$ cat src/rtl/tps_pkg.sv
`timescale 1ns/1ps
package tps_pkg;
  localparam int NUM_PINS = 2;
  localparam int FIELD_W  = 2;
  localparam int CFG_W    = FIELD_W * (NUM_PINS + 1);

  typedef enum logic [FIELD_W-1:0] {
    SRC_FULL  = 2'b00,
    SRC_DIVLO = 2'b01,
    SRC_DIVHI = 2'b10,
    SRC_PIN   = 2'b11
  } clkSrc_e;

  typedef enum logic [FIELD_W-1:0] {
    EDGE_FALL = 2'b00,
    EDGE_RISE = 2'b01,
    EDGE_NONE = 2'b10,
    EDGE_BOTH = 2'b11
  } edgeSel_e;

  typedef struct packed {
    logic                             run;
    logic                             seedLow;
    logic [FIELD_W-1:0]               clkSrc;
    logic [NUM_PINS-1:0][FIELD_W-1:0] edgeSel;
  } ctlStrb_t;
endpackage

$ cat src/rtl/tps_prescaler.sv
`timescale 1ns/1ps
module tps_prescaler #(
  parameter int PRE_W  = 6,
  parameter int TAP_LO = 4
) (
  input  logic clk,
  input  logic rst_n,
  output logic tickLo,
  output logic tickHi
);
  logic [PRE_W-1:0] preCnt;

  always_ff @(posedge clk) begin
    if (!rst_n) preCnt <= '0;
    else        preCnt <= preCnt + 1'b1;
  end

  assign tickLo = &preCnt[TAP_LO-1:0];
  assign tickHi = &preCnt;
endmodule

$ cat src/rtl/tps_pin_filter.sv
`timescale 1ns/1ps
module tps_pin_filter #(
  parameter int SYNC_LEN = 2
) (
  input  logic clk,
  input  logic rst_n,
  input  logic pinIn,
  input  logic run,
  input  logic seedLow,
  output logic rise,
  output logic fall
);
  logic [SYNC_LEN-1:0] syncChain;
  logic lastSample;
  logic filtLvl;
  logic prevLvl;
  logic syncOut;

  assign syncOut = syncChain[SYNC_LEN-1];

  generate
    if (SYNC_LEN == 1) begin : g_one
      always_ff @(posedge clk) begin
        if (!rst_n) syncChain <= '0;
        else        syncChain <= pinIn;
      end
    end else begin : g_many
      always_ff @(posedge clk) begin
        if (!rst_n) syncChain <= '0;
        else        syncChain <= {syncChain[SYNC_LEN-2:0], pinIn};
      end
    end
  endgenerate

  always_ff @(posedge clk) begin
    if (!rst_n) begin
      lastSample <= 1'b0;
      filtLvl    <= 1'b0;
      prevLvl    <= 1'b0;
    end else begin
      lastSample <= syncOut;
      if (syncOut == lastSample) filtLvl <= syncOut;
      // before the very first enable the previous level is pinned low
      if (!run && seedLow) prevLvl <= 1'b0;
      else                 prevLvl <= filtLvl;
    end
  end

  assign rise = filtLvl & ~prevLvl;
  assign fall = ~filtLvl & prevLvl;
endmodule

$ cat src/rtl/tps_control.sv
`timescale 1ns/1ps
module tps_control
  import tps_pkg::*;
(
  input  logic             clk,
  input  logic             rst_n,
  input  logic             timerRun,
  input  logic             cfgWrEn,
  input  logic [CFG_W-1:0] cfgWrData,
  input  logic             clearStartOnA,
  output logic [CFG_W-1:0] cfgQ,
  output logic             cfgErr,
  output ctlStrb_t         ctl
);
  logic [CFG_W-1:0] cfgReg;
  logic             firstDone;
  logic [NUM_PINS-1:0] badCode;

  always_ff @(posedge clk) begin
    if (!rst_n) begin
      cfgReg    <= '0;
      firstDone <= 1'b0;
    end else begin
      if (cfgWrEn && !timerRun) cfgReg <= cfgWrData;
      if (timerRun) firstDone <= 1'b1;
    end
  end

  assign ctl.run     = timerRun;
  assign ctl.seedLow = ~firstDone;
  assign ctl.clkSrc  = cfgReg[FIELD_W-1:0];

  generate
    for (genvar p = 0; p < NUM_PINS; p++) begin : g_field
      assign ctl.edgeSel[p] = cfgReg[FIELD_W*(p+1) +: FIELD_W];
      assign badCode[p]     = (cfgReg[FIELD_W*(p+1) +: FIELD_W] == EDGE_NONE);
    end
  endgenerate

  assign cfgQ   = cfgReg;
  assign cfgErr = (|badCode) || (clearStartOnA && (ctl.clkSrc == SRC_PIN));
endmodule

$ cat src/rtl/tps_datapath.sv
`timescale 1ns/1ps
module tps_datapath
  import tps_pkg::*;
#(
  parameter int PRE_W    = 6,
  parameter int TAP_LO   = 4,
  parameter int SYNC_LEN = 2
) (
  input  logic                clk,
  input  logic                rst_n,
  input  ctlStrb_t            ctl,
  input  logic [NUM_PINS-1:0] pins,
  output logic                countEn,
  output logic [NUM_PINS-1:0] capture
);
  logic tickLo, tickHi;
  logic [NUM_PINS-1:0] riseV, fallV, validV;
  logic countNext;

  tps_prescaler #(.PRE_W(PRE_W), .TAP_LO(TAP_LO)) u_pre (
    .clk(clk), .rst_n(rst_n), .tickLo(tickLo), .tickHi(tickHi)
  );

  generate
    for (genvar p = 0; p < NUM_PINS; p++) begin : g_pin
      tps_pin_filter #(.SYNC_LEN(SYNC_LEN)) u_flt (
        .clk(clk), .rst_n(rst_n), .pinIn(pins[p]), .run(ctl.run),
        .seedLow(ctl.seedLow), .rise(riseV[p]), .fall(fallV[p])
      );
      always_comb begin
        unique case (edgeSel_e'(ctl.edgeSel[p]))
          EDGE_FALL: validV[p] = fallV[p];
          EDGE_RISE: validV[p] = riseV[p];
          EDGE_BOTH: validV[p] = riseV[p] | fallV[p];
          default:   validV[p] = 1'b0;
        endcase
      end
    end
  endgenerate

  always_comb begin
    unique case (clkSrc_e'(ctl.clkSrc))
      SRC_FULL:  countNext = 1'b1;
      SRC_DIVLO: countNext = tickLo;
      SRC_DIVHI: countNext = tickHi;
      default:   countNext = validV[0];
    endcase
  end

  always_ff @(posedge clk) begin
    if (!rst_n) begin
      countEn <= 1'b0;
      capture <= '0;
    end else begin
      countEn <= ctl.run & countNext;
      capture <= ctl.run ? validV : '0;
    end
  end
endmodule

$ cat src/rtl/tps_timer_clk_sel.sv
`timescale 1ns/1ps
module tps_timer_clk_sel
  import tps_pkg::*;
#(
  parameter int PRE_W    = 6,
  parameter int TAP_LO   = 4,
  parameter int SYNC_LEN = 2
) (
  input  logic             clk,
  input  logic             rst_n,
  input  logic             timerRun,
  input  logic             cfgWrEn,
  input  logic [CFG_W-1:0] cfgWrData,
  input  logic             clearStartOnA,
  input  logic             pinA,
  input  logic             pinB,
  output logic [CFG_W-1:0] cfgQ,
  output logic             cfgErr,
  output logic             countEn,
  output logic             captureA,
  output logic             captureB
);
  ctlStrb_t ctl;
  logic [NUM_PINS-1:0] capV;

  tps_control u_ctl (
    .clk(clk), .rst_n(rst_n), .timerRun(timerRun), .cfgWrEn(cfgWrEn),
    .cfgWrData(cfgWrData), .clearStartOnA(clearStartOnA),
    .cfgQ(cfgQ), .cfgErr(cfgErr), .ctl(ctl)
  );

  tps_datapath #(.PRE_W(PRE_W), .TAP_LO(TAP_LO), .SYNC_LEN(SYNC_LEN)) u_dp (
    .clk(clk), .rst_n(rst_n), .ctl(ctl), .pins({pinB, pinA}),
    .countEn(countEn), .capture(capV)
  );

  assign captureA = capV[0];
  assign captureB = capV[1];
endmodule

$ cat config.mk
export PLATFORM = sky130hd
export DESIGN_NAME = tps_timer_clk_sel
export DESIGN_NICKNAME = d
export VERILOG_FILES = /design/src/rtl/tps_pkg.sv /design/src/rtl/tps_prescaler.sv /design/src/rtl/tps_pin_filter.sv /design/src/rtl/tps_control.sv /design/src/rtl/tps_datapath.sv /design/src/rtl/tps_timer_clk_sel.sv
export SDC_FILE = /design/constraint.sdc
export NUM_CORES = 1
export LEC_CHECK = 0
export CORE_UTILIZATION = 47
export CTS_BUF_LIST = sky130_fd_sc_hd__clkbuf_16
export CTS_CLUSTER_DIAMETER = 60
export DETAILED_ROUTE_END_ITERATION = 8
export GPL_TIMING_DRIVEN = 0
export PLACE_DENSITY = 0.81
export SLEW_MARGIN = 40
export SYNTH_ARGS = -nofsm -noshare
export SYNTH_HDL_FRONTEND = slang
export SYNTH_SLANG_ARGS = --single-unit
export TNS_END_PERCENT = 1
$ cat constraint.sdc
create_clock -name clk -period 1.33 [get_ports clk]
set_input_delay 0.266 -clock clk [delete_from_list [all_inputs] [get_ports clk]]
set_output_delay 0.266 -clock clk [all_outputs]
set_load 0.05 [all_outputs]
=== Word level (Yosys, flattened, before mapping) ===
Index checks and enable logic that the tools add are counted.

* Add/subtract/negate cells: 1
* Eq/ne operators: 11
* Muxes and demuxes: 3
* Bitwise operators: 13
* Reductions and logical operators: 13

{| class="wikitable"
|+ Operator list
! cell !! count
|-
| $eq A2 B2 Y1 const B || 6
|-
| $pmux W1 S3 || 3
|-
| $add A6 B1 Y6 const B || 1
|-
| $eq A2 B1 Y1 const B || 3
|-
| $logic_not A2 Y1 || 3
|-
| $not A1 Y1 || 6
|-
| $reduce_and A6 Y1 || 1
|-
| $and A1 B1 Y1 || 5
|-
| $reduce_and A4 Y1 || 1
|-
| $reduce_or A2 Y1 || 2
|-
| $logic_and A1 B1 Y1 || 3
|-
| $eq A1 B1 Y1 || 2
|-
| $or A1 B1 Y1 || 2
|-
| $reduce_and A2 Y1 || 1
|-
| $logic_not A1 Y1 || 1
|-
| $logic_or A1 B1 Y1 || 1
|}

* Register bits after elaboration: 26
* Bits of input ports: 13
* Output and inout port bits: 10
* Logic and storage cells: 54

=== Logic depth before layout (Yosys ltp) ===
* Word-level depth: 6
* Gate-level depth with buffers: 5
* Mapped depth without buffers: 5

=== Cells and area by module ===
A second synthesis with hierarchy kept.

* Cells, all modules: 111
* Area, all modules: 1,059.8 um2

{| class="wikitable"
|+ By module, submodules not included
! module !! instances !! cells an instance !! area each (um2) !! seq. area each (um2)
|-
| tps_control || 1 || 41 || 355.3 || 140.1
|-
| tps_pin_filter || 2 || 16 || 163.9 || 100.1
|-
| tps_prescaler || 1 || 23 || 236.5 || 120.1
|-
| tps_datapath || 1 || 15 || 140.1 || 60.1
|}

=== Worst setup path after synthesis ===
OpenSTA, ideal clock, no wires.

* Path type: reg2out
* Start: register u_ctl.cfgReg[3] (netlist: u_ctl.cfgQ[3])
* End: output cfgErr
* Arrival: 1.592 ns
* Data required time: 1.064 ns
* Path slack: -0.528 ns
* Cell stages (with the launch flop): 3
* Cells stage by stage: dfxtp_1 > inv_1 > o221ai_1

* Cells in the longest elaborated chain, start to end: 3

{| class="wikitable"
|+ RTL lines
! what !! RTL line !! RTL
|-
| start, declared || tps_control.sv:15 || <nowiki>logic [CFG_W-1:0] cfgReg;</nowiki>
|-
| start signal, assigned || tps_control.sv:24 || <nowiki>if (cfgWrEn && !timerRun) cfgReg <= cfgWrData;</nowiki>
|-
| $eq A2 B2 Y1 || tps_control.sv:36 || <nowiki>assign badCode[p] = (cfgReg[FIELD_W*(p+1) +: FIELD_W] == EDGE_NONE);</nowiki>
|-
| $reduce_or A2 Y1 || tps_control.sv:41 || <nowiki>assign cfgErr = (|badCode) || (clearStartOnA && (ctl.clkSrc == SRC_PIN));</nowiki>
|-
| $logic_or A1 B1 Y1 || tps_control.sv:41 ||
|-
| end, declared || tps_timer_clk_sel.sv:18 || <nowiki>output logic cfgErr,</nowiki>
|}

No other way between the ends.

=== Worst setup path in the final report ===
Ends and elaborated chain as after synthesis.

==> results.md <==
- P_leak: about 0.53 nW
- Synth Net Count: 120
- Reg2reg setup slack: 80 ps
- Global route overflow: 0
- WL/cell: between 10 and 15 um
- CP required: around 1100 ps
- Final net count: about 150
- Yosys warns: 0
- Synthesized area: about 990 um2
- Clock transition at path regs: 60 ps
- Critical Path Slowest Stage Cell: dfxtp_2
- Power per cell area: 1242 mW/mm2
- Initial DRC count: 7
- Routed Antenna Nets: 0
- Share of cells above drive strength 1: 0.1953
- Pins Over Slew Limit: 0
- Final HPWL DP: around 1.4 mm
- Root Buffer: clkbuf_16
- DIE AREA: ~0.0023 mm2
- Via count: 778
- Worst-case hold slack: approximately 440 ps
- Share of the clock period used by the worst path: 0.9783
- First-pass DRT Iterations: 4
- Initial antenna violation count: 0
- Max incr delay on CP: about 370 ps
- Max cap viols: 0
- Hold Path Class: flip-flop to flip-flop
- Yosys reg bits: 26
- Slew HR: 0.8145
- Skew final: approximately 1.9 ps
- Die height: 47.89 um
- Syn Area/Cell: around 9.7 um2
- Run status: finished clean
- Synthesis-to-finish area growth: 35.15%
- Sequential fraction of the synthesis area: 0.5259
- Num CTS Buffers: 3
- Crit path arrival time: roughly 1000 ps
- Core Area: roughly 0.002 mm2
- Via/cell ratio: between 5 and 6
- Most frequent cells in the layout: 21 x dfxtp_1, 14 x nor2_1, 10 x clkdlybuf4s50_1
- FP Rows: 16
- Starting density of the core: 0.5045
- Global-route wire length before repair: 2.829 mm
- Worst setup margin: roughly 29 ps
- GP Congestion: 0.7658
- Drc violations: 0
- Largest net degree at the start of global routing: 15
- Min Tclk post-route: 1301 ps
- RSZ-0062 raised after global routing: true
- IO Count: 23
- Peak VDD IR: just over 900 uV
- Netlist cell types: 25
- CP max FO: 5
- Critical path capture point type: primary output
- Port Buf Inserts: 22
- CTS H-tree depth: 1
- Vias in the first global route: between 700 and 800
- Clk Latency, worst-skew pair: ~250 ps
- Syn Inst Count: about 100
- Final hold vios: 0
- Fillers: 150
- Pre-CTS setup slack: -697.2 ps
- Total Routing Usage GR: 0.1802
- Max Fclk: 768.6 MHz
- CP Cell Sequence: inv_2, o221ai_4, buf_6
- Clock Path Buffers: 2
- Worst slew pin tran: ~280 ps
- Finish-stage setup viols: 0
- Startpoint types: flip-flop
- Critical path class: flip-flop to primary output
- CTS tree: yes
- Diode count: 0
- Die X: around 48 um
- CTS sink cnt: 26
- Commonest non-fill, non-tap cell in the layout: dfxtp_1
- Final wirelength: 1.912 mm
==> layer usage <==
layer | part of all wire | GRT usage | wire (um) | up-vias
met5 | 0 | 0 | 0 | -
met4 | 0.014 | 0.1000 | 26 | 0
met3 | 0.048 | 0.04151 | 92 | 4
met2 | 0.52 | 0.3459 | 990 | 24
met1 | 0.42 | 0.1735 | 802 | 364
li1 | - | - | - | 386
==> sequential cells by signal, indices dropped and copies added, names as in the netlist <==
signal	flops
u_dp.g_pin.u_flt.lastSample	2
u_dp.countEn	1
u_dp.u_pre.preCnt	6
u_dp.g_pin.u_flt.filtLvl	2
u_dp.g_pin.u_flt.prevLvl	2
u_ctl.firstDone	1
u_dp.g_pin.u_flt.syncChain	4
u_ctl.cfgQ	6
u_dp.capture	2
==> critical path, delay by kind of cell (launching register included) <==
family                 cells  cell delay, ps
AOI/OAI and AO/OA          1             170
DFF                        1             370
buffers and inverters      2             240
==> logic make-up after synthesis <==
family                     synth area share
and+or+nand+nor                      0.2023
DFF                                  0.5259
AOI/OAI and AO/OA                   0.08471
buffers and inverters               0.03667
muxes                               0.06069
adders and majority gates           0.06321
xor gates and xnor gates            0.02655
==> path summary, 6_finish.rpt <==
| path | start | endpoint | cells past startpoint |
|---|---|---|---|
| worst max register to register | u_dp.g_pin[0].u_flt.filtLvl | u_dp.countEn | 4 |
| worst max-delay path | u_ctl.cfgQ[3] | cfgErr | 3 |
| worst min-delay path | u_dp.g_pin[0].u_flt.syncChain[0] | u_dp.g_pin[0].u_flt.syncChain[1] | 1 |
| worst min register to register | u_dp.g_pin[0].u_flt.syncChain[0] | u_dp.g_pin[0].u_flt.syncChain[1] | 1 |
==> cell type report <==
type | count | area [um2] | share of cell area
Sequential cell | 26 | 529.3 | 0.3957
Multi-Input combinational cell | 67 | 460.4 | 0.3442
Timing Repair Buffer | 22 | 198.9 | 0.1487
Clock buffer | 3 | 75.07 | 0.05613
Tap cell | 27 | 33.78 | 0.02526
Inverter | 7 | 26.28 | 0.01964
Buffer | 2 | 10.01 | 0.007484
Clock inverter | 1 | 3.754 | 0.002806
==> cells in the mapped netlist <==
cell type	instances	share of area
nor2b_1	4	0.025
o211a_1	1	0.010
and2_1	7	0.044
nor2_1	14	0.053
o21bai_1	1	0.0076
a21oi_1	4	0.020
o31ai_1	1	0.0076
nand3_1	2	0.010
nor3_1	2	0.010
mux2i_1	6	0.061
dfxtp_1	26	0.53
or3_1	1	0.0063
a221o_1	1	0.010
xor2_1	2	0.018
nand3b_1	1	0.0076
inv_1	7	0.027
or2_1	1	0.0063
nand2_1	6	0.023
nand2b_1	1	0.0063
xnor2_1	1	0.0089
nand3_2	1	0.010
ha_1	5	0.063
o21ai_0	4	0.020
o221ai_1	1	0.0089
buf_2	2	0.010
==> metrics by stage <==
step / util / area [um2] / setup TNS, ps / total power [mW] / std cells
after floorplan: - / 1012 / 0 / 0.9563 / 102
after global placement: 0.6454 / 1266 / -3678 / 1.032 / 151
after detailed placement: 0.6454 / 1266 / -3972 / 1.038 / 151
after CTS: 0.6875 / 1349 / -6.427 / 1.673 / 155
after global routing: 0.6818 / 1338 / -16.89 / 1.719 / 155
final: 0.6818 / 1338 / 0 / 1.662 / 155
==> where the power goes <==
part           total [mW]  switching, mW  internal (mW)
Sequential          0.833         0.0248          0.808
Clock               0.647          0.245          0.401
Combinational       0.182          0.101         0.0815
Total                1.66          0.371           1.29
==> what timing repair did <==
action,in CTS,in global routing
setup buffers,0,0
endpoints found under the setup margin,11,5
hold buffers,0,0
pin swaps,1,0
gates resized for setup,39,6
(Power assumes the default switching activity.)
